`src/rtl/seg_icache_pkg.sv`:
```
package seg_icache_pkg;
    localparam int ADDR_W = 24;
    localparam int DATA_W = 32;
    localparam int OFF_W  = 5;
    localparam int TAG_W  = ADDR_W - OFF_W;
    localparam int WORDS  = 1 << OFF_W;

    typedef enum logic [1:0] {
        ST_IDLE,
        ST_FILL,
        ST_BYPASS
    } ctrl_state_e;
endpackage

```
`src/rtl/seg_icache_dir.sv`:
```
module seg_icache_dir #(
    parameter int ADDR_W = seg_icache_pkg::ADDR_W,
    parameter int OFF_W  = seg_icache_pkg::OFF_W
) (
    input  logic              clk,
    input  logic              rst_n,
    input  logic              clear_i,
    input  logic [ADDR_W-1:0] look_addr_i,
    input  logic              alloc_i,
    input  logic              touch_i,
    input  logic              touch_seg_i,
    input  logic              set_i,
    input  logic              set_seg_i,
    input  logic [OFF_W-1:0]  set_word_i,
    output logic              match_o,
    output logic              match_seg_o,
    output logic              hit_o,
    output logic              victim_o
);
    localparam int SEGS  = 2;
    localparam int TAG_W = ADDR_W - OFF_W;
    localparam int WORDS = 1 << OFF_W;

    logic [TAG_W-1:0]            tag_q [SEGS];
    logic [SEGS-1:0][WORDS-1:0]  pres_q;
    logic                        lru_q;
    logic [SEGS-1:0]             match_vec;
    logic [SEGS-1:0]             present_vec;
    logic [TAG_W-1:0]            look_tag;
    logic [OFF_W-1:0]            look_word;

    assign look_tag  = look_addr_i[ADDR_W-1:OFF_W];
    assign look_word = look_addr_i[OFF_W-1:0];

    // Parallel compare of both segment tags
    for (genvar s = 0; s < SEGS; s++) begin : g_cmp
        assign match_vec[s]   = (tag_q[s] == look_tag);
        assign present_vec[s] = match_vec[s] & pres_q[s][look_word];

        always_ff @(posedge clk) begin
            if (!rst_n) begin
                tag_q[s] <= TAG_W'(s);
            end else if (alloc_i && (lru_q == 1'(s))) begin
                tag_q[s] <= look_tag;
            end
        end
    end

    assign match_o     = |match_vec;
    assign match_seg_o = match_vec[1];
    assign hit_o       = |present_vec;
    assign victim_o    = lru_q;

    always_ff @(posedge clk) begin
        if (!rst_n) begin
            pres_q <= '0;
        end else if (clear_i) begin
            pres_q <= '0;
        end else begin
            if (alloc_i) begin
                pres_q[lru_q] <= '0;
            end
            if (set_i) begin
                pres_q[set_seg_i][set_word_i] <= 1'b1;
            end
        end
    end

    always_ff @(posedge clk) begin
        if (!rst_n) begin
            lru_q <= 1'b0;
        end else if (touch_i) begin
            lru_q <= ~touch_seg_i;
        end
    end

    assert_tags_distinct_R4: assert property (@(posedge clk) disable iff (!rst_n)
        tag_q[0] != tag_q[1]);
    assert_clear_empties_R7: assert property (@(posedge clk) disable iff (!rst_n)
        clear_i |=> (pres_q == '0));
    assert_alloc_empties_R4: assert property (@(posedge clk) disable iff (!rst_n)
        (alloc_i && !clear_i) |=> (pres_q[$past(lru_q)] == '0));
    assert_lru_flip_R5: assert property (@(posedge clk) disable iff (!rst_n)
        touch_i |=> (lru_q != $past(touch_seg_i)));
endmodule

```
`src/rtl/seg_icache_data.sv`:
```
module seg_icache_data #(
    parameter int DATA_W = seg_icache_pkg::DATA_W,
    parameter int IDX_W  = seg_icache_pkg::OFF_W + 1
) (
    input  logic              clk,
    input  logic              wr_i,
    input  logic [IDX_W-1:0]  wr_idx_i,
    input  logic [DATA_W-1:0] wr_data_i,
    input  logic [IDX_W-1:0]  rd_idx_i,
    output logic [DATA_W-1:0] rd_data_o
);
    localparam int DEPTH = 1 << IDX_W;

    logic [DATA_W-1:0] store_q [DEPTH];

    always_ff @(posedge clk) begin
        if (wr_i) begin
            store_q[wr_idx_i] <= wr_data_i;
        end
    end

    assign rd_data_o = store_q[rd_idx_i];
endmodule

```
`src/rtl/seg_icache_ctrl.sv`:
```
module seg_icache_ctrl
    import seg_icache_pkg::*;
#(
    parameter int ADDR_W = seg_icache_pkg::ADDR_W,
    parameter int DATA_W = seg_icache_pkg::DATA_W,
    parameter int OFF_W  = seg_icache_pkg::OFF_W
) (
    input  logic              clk,
    input  logic              rst_n,
    input  logic              req_valid_i,
    input  logic [ADDR_W-1:0] req_addr_i,
    input  logic              freeze_i,
    input  logic              hit_i,
    input  logic              match_i,
    input  logic              match_seg_i,
    input  logic              victim_i,
    input  logic [DATA_W-1:0] rd_data_i,
    input  logic              mem_ready_i,
    input  logic [DATA_W-1:0] mem_data_i,
    output logic              req_ready_o,
    output logic              rsp_valid_o,
    output logic [DATA_W-1:0] rsp_data_o,
    output logic              mem_req_o,
    output logic [ADDR_W-1:0] mem_addr_o,
    output logic              alloc_o,
    output logic              touch_o,
    output logic              touch_seg_o,
    output logic              set_o,
    output logic              set_seg_o,
    output logic [OFF_W-1:0]  set_word_o
);
    ctrl_state_e       state_q, state_d;
    logic [ADDR_W-1:0] addr_q;
    logic              seg_q;
    logic              hit_q;
    logic [DATA_W-1:0] hit_data_q;

    logic accept, take_hit, go_fill, go_byp, done, use_seg;

    assign accept   = (state_q == ST_IDLE) && req_valid_i;
    assign take_hit = accept && hit_i;
    assign go_fill  = accept && !hit_i && !freeze_i;
    assign go_byp   = accept && !hit_i && freeze_i;
    assign done     = (state_q != ST_IDLE) && mem_ready_i;
    assign use_seg  = match_i ? match_seg_i : victim_i;

    // Next-state logic
    always_comb begin
        state_d = state_q;
        unique case (state_q)
            ST_IDLE: begin
                if (go_fill)     state_d = ST_FILL;
                else if (go_byp) state_d = ST_BYPASS;
            end
            ST_FILL:   if (mem_ready_i) state_d = ST_IDLE;
            ST_BYPASS: if (mem_ready_i) state_d = ST_IDLE;
            default:   state_d = ST_IDLE;
        endcase
    end

    // State register
    always_ff @(posedge clk) begin
        if (!rst_n) state_q <= ST_IDLE;
        else        state_q <= state_d;
    end

    // Request capture and hit response registers
    always_ff @(posedge clk) begin
        if (!rst_n) begin
            addr_q     <= '0;
            seg_q      <= 1'b0;
            hit_q      <= 1'b0;
            hit_data_q <= '0;
        end else begin
            hit_q <= take_hit;
            if (take_hit) begin
                hit_data_q <= rd_data_i;
            end
            if (go_fill || go_byp) begin
                addr_q <= req_addr_i;
                seg_q  <= use_seg;
            end
        end
    end

    // Output logic
    always_comb begin
        req_ready_o = (state_q == ST_IDLE);
        mem_req_o   = (state_q != ST_IDLE);
        mem_addr_o  = addr_q;
        rsp_valid_o = hit_q || done;
        rsp_data_o  = done ? mem_data_i : hit_data_q;
        alloc_o     = go_fill && !match_i;
        touch_o     = take_hit || go_fill;
        touch_seg_o = use_seg;
        set_o       = (state_q == ST_FILL) && mem_ready_i;
        set_seg_o   = seg_q;
        set_word_o  = addr_q[OFF_W-1:0];
    end

    assert_hit_next_cycle_R2: assert property (@(posedge clk) disable iff (!rst_n)
        take_hit |=> (rsp_valid_o && !mem_req_o));
    assert_memreq_hold_R9: assert property (@(posedge clk) disable iff (!rst_n)
        (mem_req_o && !mem_ready_i) |=> (mem_req_o && $stable(mem_addr_o)));
    assert_wait_quiet_R6: assert property (@(posedge clk) disable iff (!rst_n)
        (mem_req_o && !mem_ready_i) |-> !rsp_valid_o);
    assert_ready_idle_R9: assert property (@(posedge clk) disable iff (!rst_n)
        req_ready_o |-> !mem_req_o);
    assert_forward_R6: assert property (@(posedge clk) disable iff (!rst_n)
        (mem_req_o && mem_ready_i) |-> (rsp_valid_o && rsp_data_o == mem_data_i));
endmodule

```
`src/rtl/seg_icache.sv`:
```
module seg_icache
    import seg_icache_pkg::*;
#(
    parameter int ADDR_W = seg_icache_pkg::ADDR_W,
    parameter int DATA_W = seg_icache_pkg::DATA_W,
    parameter int OFF_W  = seg_icache_pkg::OFF_W
) (
    input  logic              clk,
    input  logic              rst_n,
    input  logic              clear_i,
    input  logic              freeze_i,
    input  logic              req_valid_i,
    input  logic [ADDR_W-1:0] req_addr_i,
    output logic              req_ready_o,
    output logic              rsp_valid_o,
    output logic [DATA_W-1:0] rsp_data_o,
    output logic              mem_req_o,
    output logic [ADDR_W-1:0] mem_addr_o,
    input  logic              mem_ready_i,
    input  logic [DATA_W-1:0] mem_data_i
);
    localparam int IDX_W = OFF_W + 1;

    logic             match_w, match_seg_w, hit_w, victim_w;
    logic             alloc_w, touch_w, touch_seg_w, set_w, set_seg_w;
    logic [OFF_W-1:0] set_word_w;
    logic [DATA_W-1:0] rd_data_w;

    seg_icache_dir #(.ADDR_W(ADDR_W), .OFF_W(OFF_W)) u_dir (
        .clk         (clk),
        .rst_n       (rst_n),
        .clear_i     (clear_i),
        .look_addr_i (req_addr_i),
        .alloc_i     (alloc_w),
        .touch_i     (touch_w),
        .touch_seg_i (touch_seg_w),
        .set_i       (set_w),
        .set_seg_i   (set_seg_w),
        .set_word_i  (set_word_w),
        .match_o     (match_w),
        .match_seg_o (match_seg_w),
        .hit_o       (hit_w),
        .victim_o    (victim_w)
    );

    seg_icache_data #(.DATA_W(DATA_W), .IDX_W(IDX_W)) u_data (
        .clk       (clk),
        .wr_i      (set_w),
        .wr_idx_i  ({set_seg_w, set_word_w}),
        .wr_data_i (mem_data_i),
        .rd_idx_i  ({match_seg_w, req_addr_i[OFF_W-1:0]}),
        .rd_data_o (rd_data_w)
    );

    seg_icache_ctrl #(.ADDR_W(ADDR_W), .DATA_W(DATA_W), .OFF_W(OFF_W)) u_ctrl (
        .clk         (clk),
        .rst_n       (rst_n),
        .req_valid_i (req_valid_i),
        .req_addr_i  (req_addr_i),
        .freeze_i    (freeze_i),
        .hit_i       (hit_w),
        .match_i     (match_w),
        .match_seg_i (match_seg_w),
        .victim_i    (victim_w),
        .rd_data_i   (rd_data_w),
        .mem_ready_i (mem_ready_i),
        .mem_data_i  (mem_data_i),
        .req_ready_o (req_ready_o),
        .rsp_valid_o (rsp_valid_o),
        .rsp_data_o  (rsp_data_o),
        .mem_req_o   (mem_req_o),
        .mem_addr_o  (mem_addr_o),
        .alloc_o     (alloc_w),
        .touch_o     (touch_w),
        .touch_seg_o (touch_seg_w),
        .set_o       (set_w),
        .set_seg_o   (set_seg_w),
        .set_word_o  (set_word_w)
    );

    assert_frozen_no_alloc_R8: assert property (@(posedge clk) disable iff (!rst_n)
        (freeze_i && req_ready_o) |-> (!alloc_w && !touch_w || (touch_w && hit_w)));
    assert_hit_no_memreq_R2: assert property (@(posedge clk) disable iff (!rst_n)
        (req_ready_o && req_valid_i && hit_w) |=> !mem_req_o);
endmodule

```
`config.mk`:
```
export PLATFORM = sky130hd
export DESIGN_NAME = seg_icache
export DESIGN_NICKNAME = d
export VERILOG_FILES = /design/src/rtl/seg_icache_pkg.sv /design/src/rtl/seg_icache_dir.sv /design/src/rtl/seg_icache_data.sv /design/src/rtl/seg_icache_ctrl.sv /design/src/rtl/seg_icache.sv
export SDC_FILE = /design/constraint.sdc
export NUM_CORES = 2
export LEC_CHECK = 0
export CELL_PAD_IN_SITES_DETAIL_PLACEMENT = 2
export CELL_PAD_IN_SITES_GLOBAL_PLACEMENT = 2
export CORE_MARGIN = 8
export CORE_UTILIZATION = 40
export CTS_CLUSTER_DIAMETER = 100
export DETAILED_ROUTE_END_ITERATION = 10
export HOLD_SLACK_MARGIN = 0.03
export PLACE_DENSITY_LB_ADDON = 0.1
export SLEW_MARGIN = 15
export SYNTH_ARGS = -nofsm -noshare
export SYNTH_HDL_FRONTEND = slang
export SYNTH_SLANG_ARGS = --single-unit
```
`constraint.sdc`:
```
create_clock -name clk -period 3.7 [get_ports clk]
set_clock_uncertainty 0.2 [all_clocks]
set_input_delay 0.74 -clock clk [delete_from_list [all_inputs] [get_ports clk]]
set_output_delay 0.74 -clock clk [all_outputs]
set_load 0.01 [all_outputs]
```
==> results_dict.tcl <==
set metrics [dict create \
    cp_max_fo 7 \
    cts_tree "yes" \
    rsz0062_at_grt "no" \
    leakage_nw 32.25 \
    use_met2 0.3714 \
    worst-path-buf-inv 5 \
    ys_seq_elements 2211 \
    critPathCaptureType "primary output" \
    async_flop_share 0 \
    critical_path_arrival_ns 2.67 \
    die_w_um 476.2 \
    grt_max_degree 65 \
    dp_hpwl_um 160900 \
    max-vdd-ir-drop_uv 546.1 \
    grt_util_met3 0.04372 \
    die_h_um 476.2 \
    power_mw 53.36 \
    yosys_most_used_dff "edfxtp_1" \
    p_int_mw 41.86 \
    antenna_found_initial 31 \
    max_stage_delay_ns 0.36 \
    track_usage 0.2310 \
    path_clk_slew_ns 0.06 \
    drv_slew 0 \
    swShare 0.2155 \
    grt.met1_usage 0.3263 \
    seqPwrFrac 0.515 \
    die_area_mm2 0.2267 \
    dp_slack_ns -0.6203 \
    worst_pin_slew_ns 1.012 \
    overflow 0 \
    crit_required_ns 2.76 \
    viasPerCell 5.813 \
    avgRoutedWirePerCell_um 36.87 \
    clock.fmax_mhz 276.7 \
    start_util 0.4010 \
    fin_setup_tns_ns 0 \
    synth_area_leaders "edfxtp_1 74%, mux4_2 17%, dfxtp_1 3.0%" \
    synth_common_cells "2,086 x edfxtp_1, 632 x mux4_2, 180 x nor2_1" \
    p_sw_mw 11.50 \
    fin_nets 4304 \
    clk_latency_ns 0.87 \
    ant_nets 0 \
    drt-initial-drc-count 4431 \
    synth_most_common_cell "edfxtp_1" \
    cts-root-buf "clkbuf_16" \
    top_usage_layer "met2" \
    cts_buffers 231 \
    status "completed" \
    ys_warn_count 0 \
    io_buffer_count 120 \
    clockBufferDepth 3 \
    drt-pass1-iter-count 5 \
    drive_gt1_frac 0.3434 \
    ys_seq_area_frac 0.7691 \
    rows 169 \
    slew_headroom 0.3235 \
    place_inst 6812 \
    power.density_mw_per_mm2 529.3 \
    grt_pass1_wl_um 369900 \
    synth_edf_count 2086 \
    finalCritPeriodShare 0.9768 \
    crit_type "reg -> out" \
    cts.sinks 2211 \
    cp_slowest_cell "dfxtp_2" \
    hold_path.class "in -> reg" \
    wl_um 267700 \
    fp.coreArea_mm2 0.2112 \
    critPathLaunchType "register" \
    final_util 0.4772 \
    maxCapViolations 0 \
    syn_inst 3722 \
    htree_levels 4 \
    setup_violations 0 \
    syn-cell-area_mm2 0.08470 \
    finalCriticalPeriod_ns 3.614 \
    syn2layout_area_growth_pct 19.01 \
    combPwrFrac 0.051 \
    crit_chain "inv_2 > ha_4 > nor2b_4 > buf_12 > buf_16 > clkbuf_16 > mux2_2 > clkdlybuf4s15_1" \
    gp_congestion 0.7652 \
    postLayoutSetupSlackWorst_ns 0.08602 \
    ys_types 39 \
    grt_pass1_vias 44960 \
    synth_top_area_frac 0.7395 \
    synthesis.nets 3786 \
    dr_total_vias 42210 \
    final-hold-violation-count 0 \
    drc 0 \
    cpLargestDelayFamily "buffers and inverters" \
    layoutNonFillerInstCount 7261 \
    avgSynthCellArea_um2 22.76 \
    io_pins 121 \
    power_frac_clock 0.434 \
    yosys.area.top_type "edfxtp_1" \
]
## area by class of cell
cell class	instances	area, um^2
fillers	18320	110400
flip-flops and latches	2211	65150
multi-input cells	1300	19160
clock buffers	311	6360
repair buffers	490	5475
well taps	2821	3530
clock inverters	120	1109
inverters	6	22.52
diodes	2	5.005
## cells by family (layout without fill, tap and decap cells)
family	Yosys count	after routing	share of synthesized area
buffers and inverters	211	927	0.01105
other	0	2	0
flip-flops	2211	2211	0.7691
AO/OA/AOI/OAI	157	157	0.01170
adder cells (fa/ha/maj)	2	2	0.0002954
AND/OR/NAND/NOR	318	318	0.01687
XOR/XNOR	38	38	0.003929
multiplexers	785	785	0.1871
## power by group through the flow
stage | registers, mW | logic, mW | clock network, mW
2_1_floorplan | 28.0 | 1.31 | 0
3_3_place_gp | 28.0 | 2.68 | 0
3_5_place_dp | 28.0 | 2.74 | 0
4_1_cts | 27.5 | 2.77 | 23.7
5_1_grt | 27.5 | 2.90 | 24.4
6_report | 27.5 | 2.74 | 23.2
## layer usage
metal	wire, um	vias to the layer above
met5	60	-
li1	-	16790
met4	7228	10
met2	127800	1528
met3	17230	363
met1	115400	23510
## cells in the final DEF, fill, tap and decap left out, drive strengths merged, types with 7 or more instances in the layout
cell type      instances
mux2                  64
a2bb2oi                8
mux2i                 89
o21ai                 10
mux4                 632
a21oi                 65
bufinv                19
clkdlybuf4s15         14
buf                  407
nand3                 10
a31oi                 12
nor2                 181
dlygate4sd2           11
dfxtp                125
clkdlybuf4s50         49
o22ai                 29
clkbuf               313
a311oi                10
xnor2                 38
edfxtp              2086
and2                  37
clkinv                88
dlygate4sd3            7
nand2                 48
nand4                 10
inv                   13
o221ai                14
## worst paths after layout
path                                                  startpoint                                 end  slack (ns)  depth (start not counted)
worst max register to register  u_dir.tag_q[1][11]$_SDFFCE_PN0P_  u_ctrl.hit_data_q[29]$_SDFFE_PN0P_        0.26                         11
worst min register to register       u_dir.pres_q[13]$_SDFF_PP0_         u_dir.pres_q[13]$_SDFF_PP0_        0.29                          2
worst min-delay path                              mem_data_i[18]    u_data.store_q[35][18]$_DFFE_PP_        0.27                          2
worst max-delay path              u_ctrl.state_q[1]$_SDFFE_PN0P_                      rsp_data_o[20]        0.09                          8
## stage by stage
step                cell area (um^2)  hold slack (ns)
floorplan                      84700           0.2444
global placement               93130           0.2614
detailed placement             93130           0.2770
CTS                           100800           0.1899
global route                  100800           0.2416
finish                        100800           0.2694
## sequential cells by signal (all words and copies together) (netlist names), 2 cells and up
signal,cells
u_ctrl.hit_data_q,32
u_ctrl.state_q,2
u_dir.tag_q,38
u_dir.pres_q,64
u_ctrl.mem_addr_o,24
u_data.store_q,2048
## repair_timing
item                       in CTS  in global routing
setup endpoints to repair      33                 18
hold endpoints to repair        8                  0
gates cloned                    1                  1
buffers inserted                7                  0
resized for setup              84                  4
hold buffers                    7                  0
Note: power is estimated with default switching activity, not from simulation.
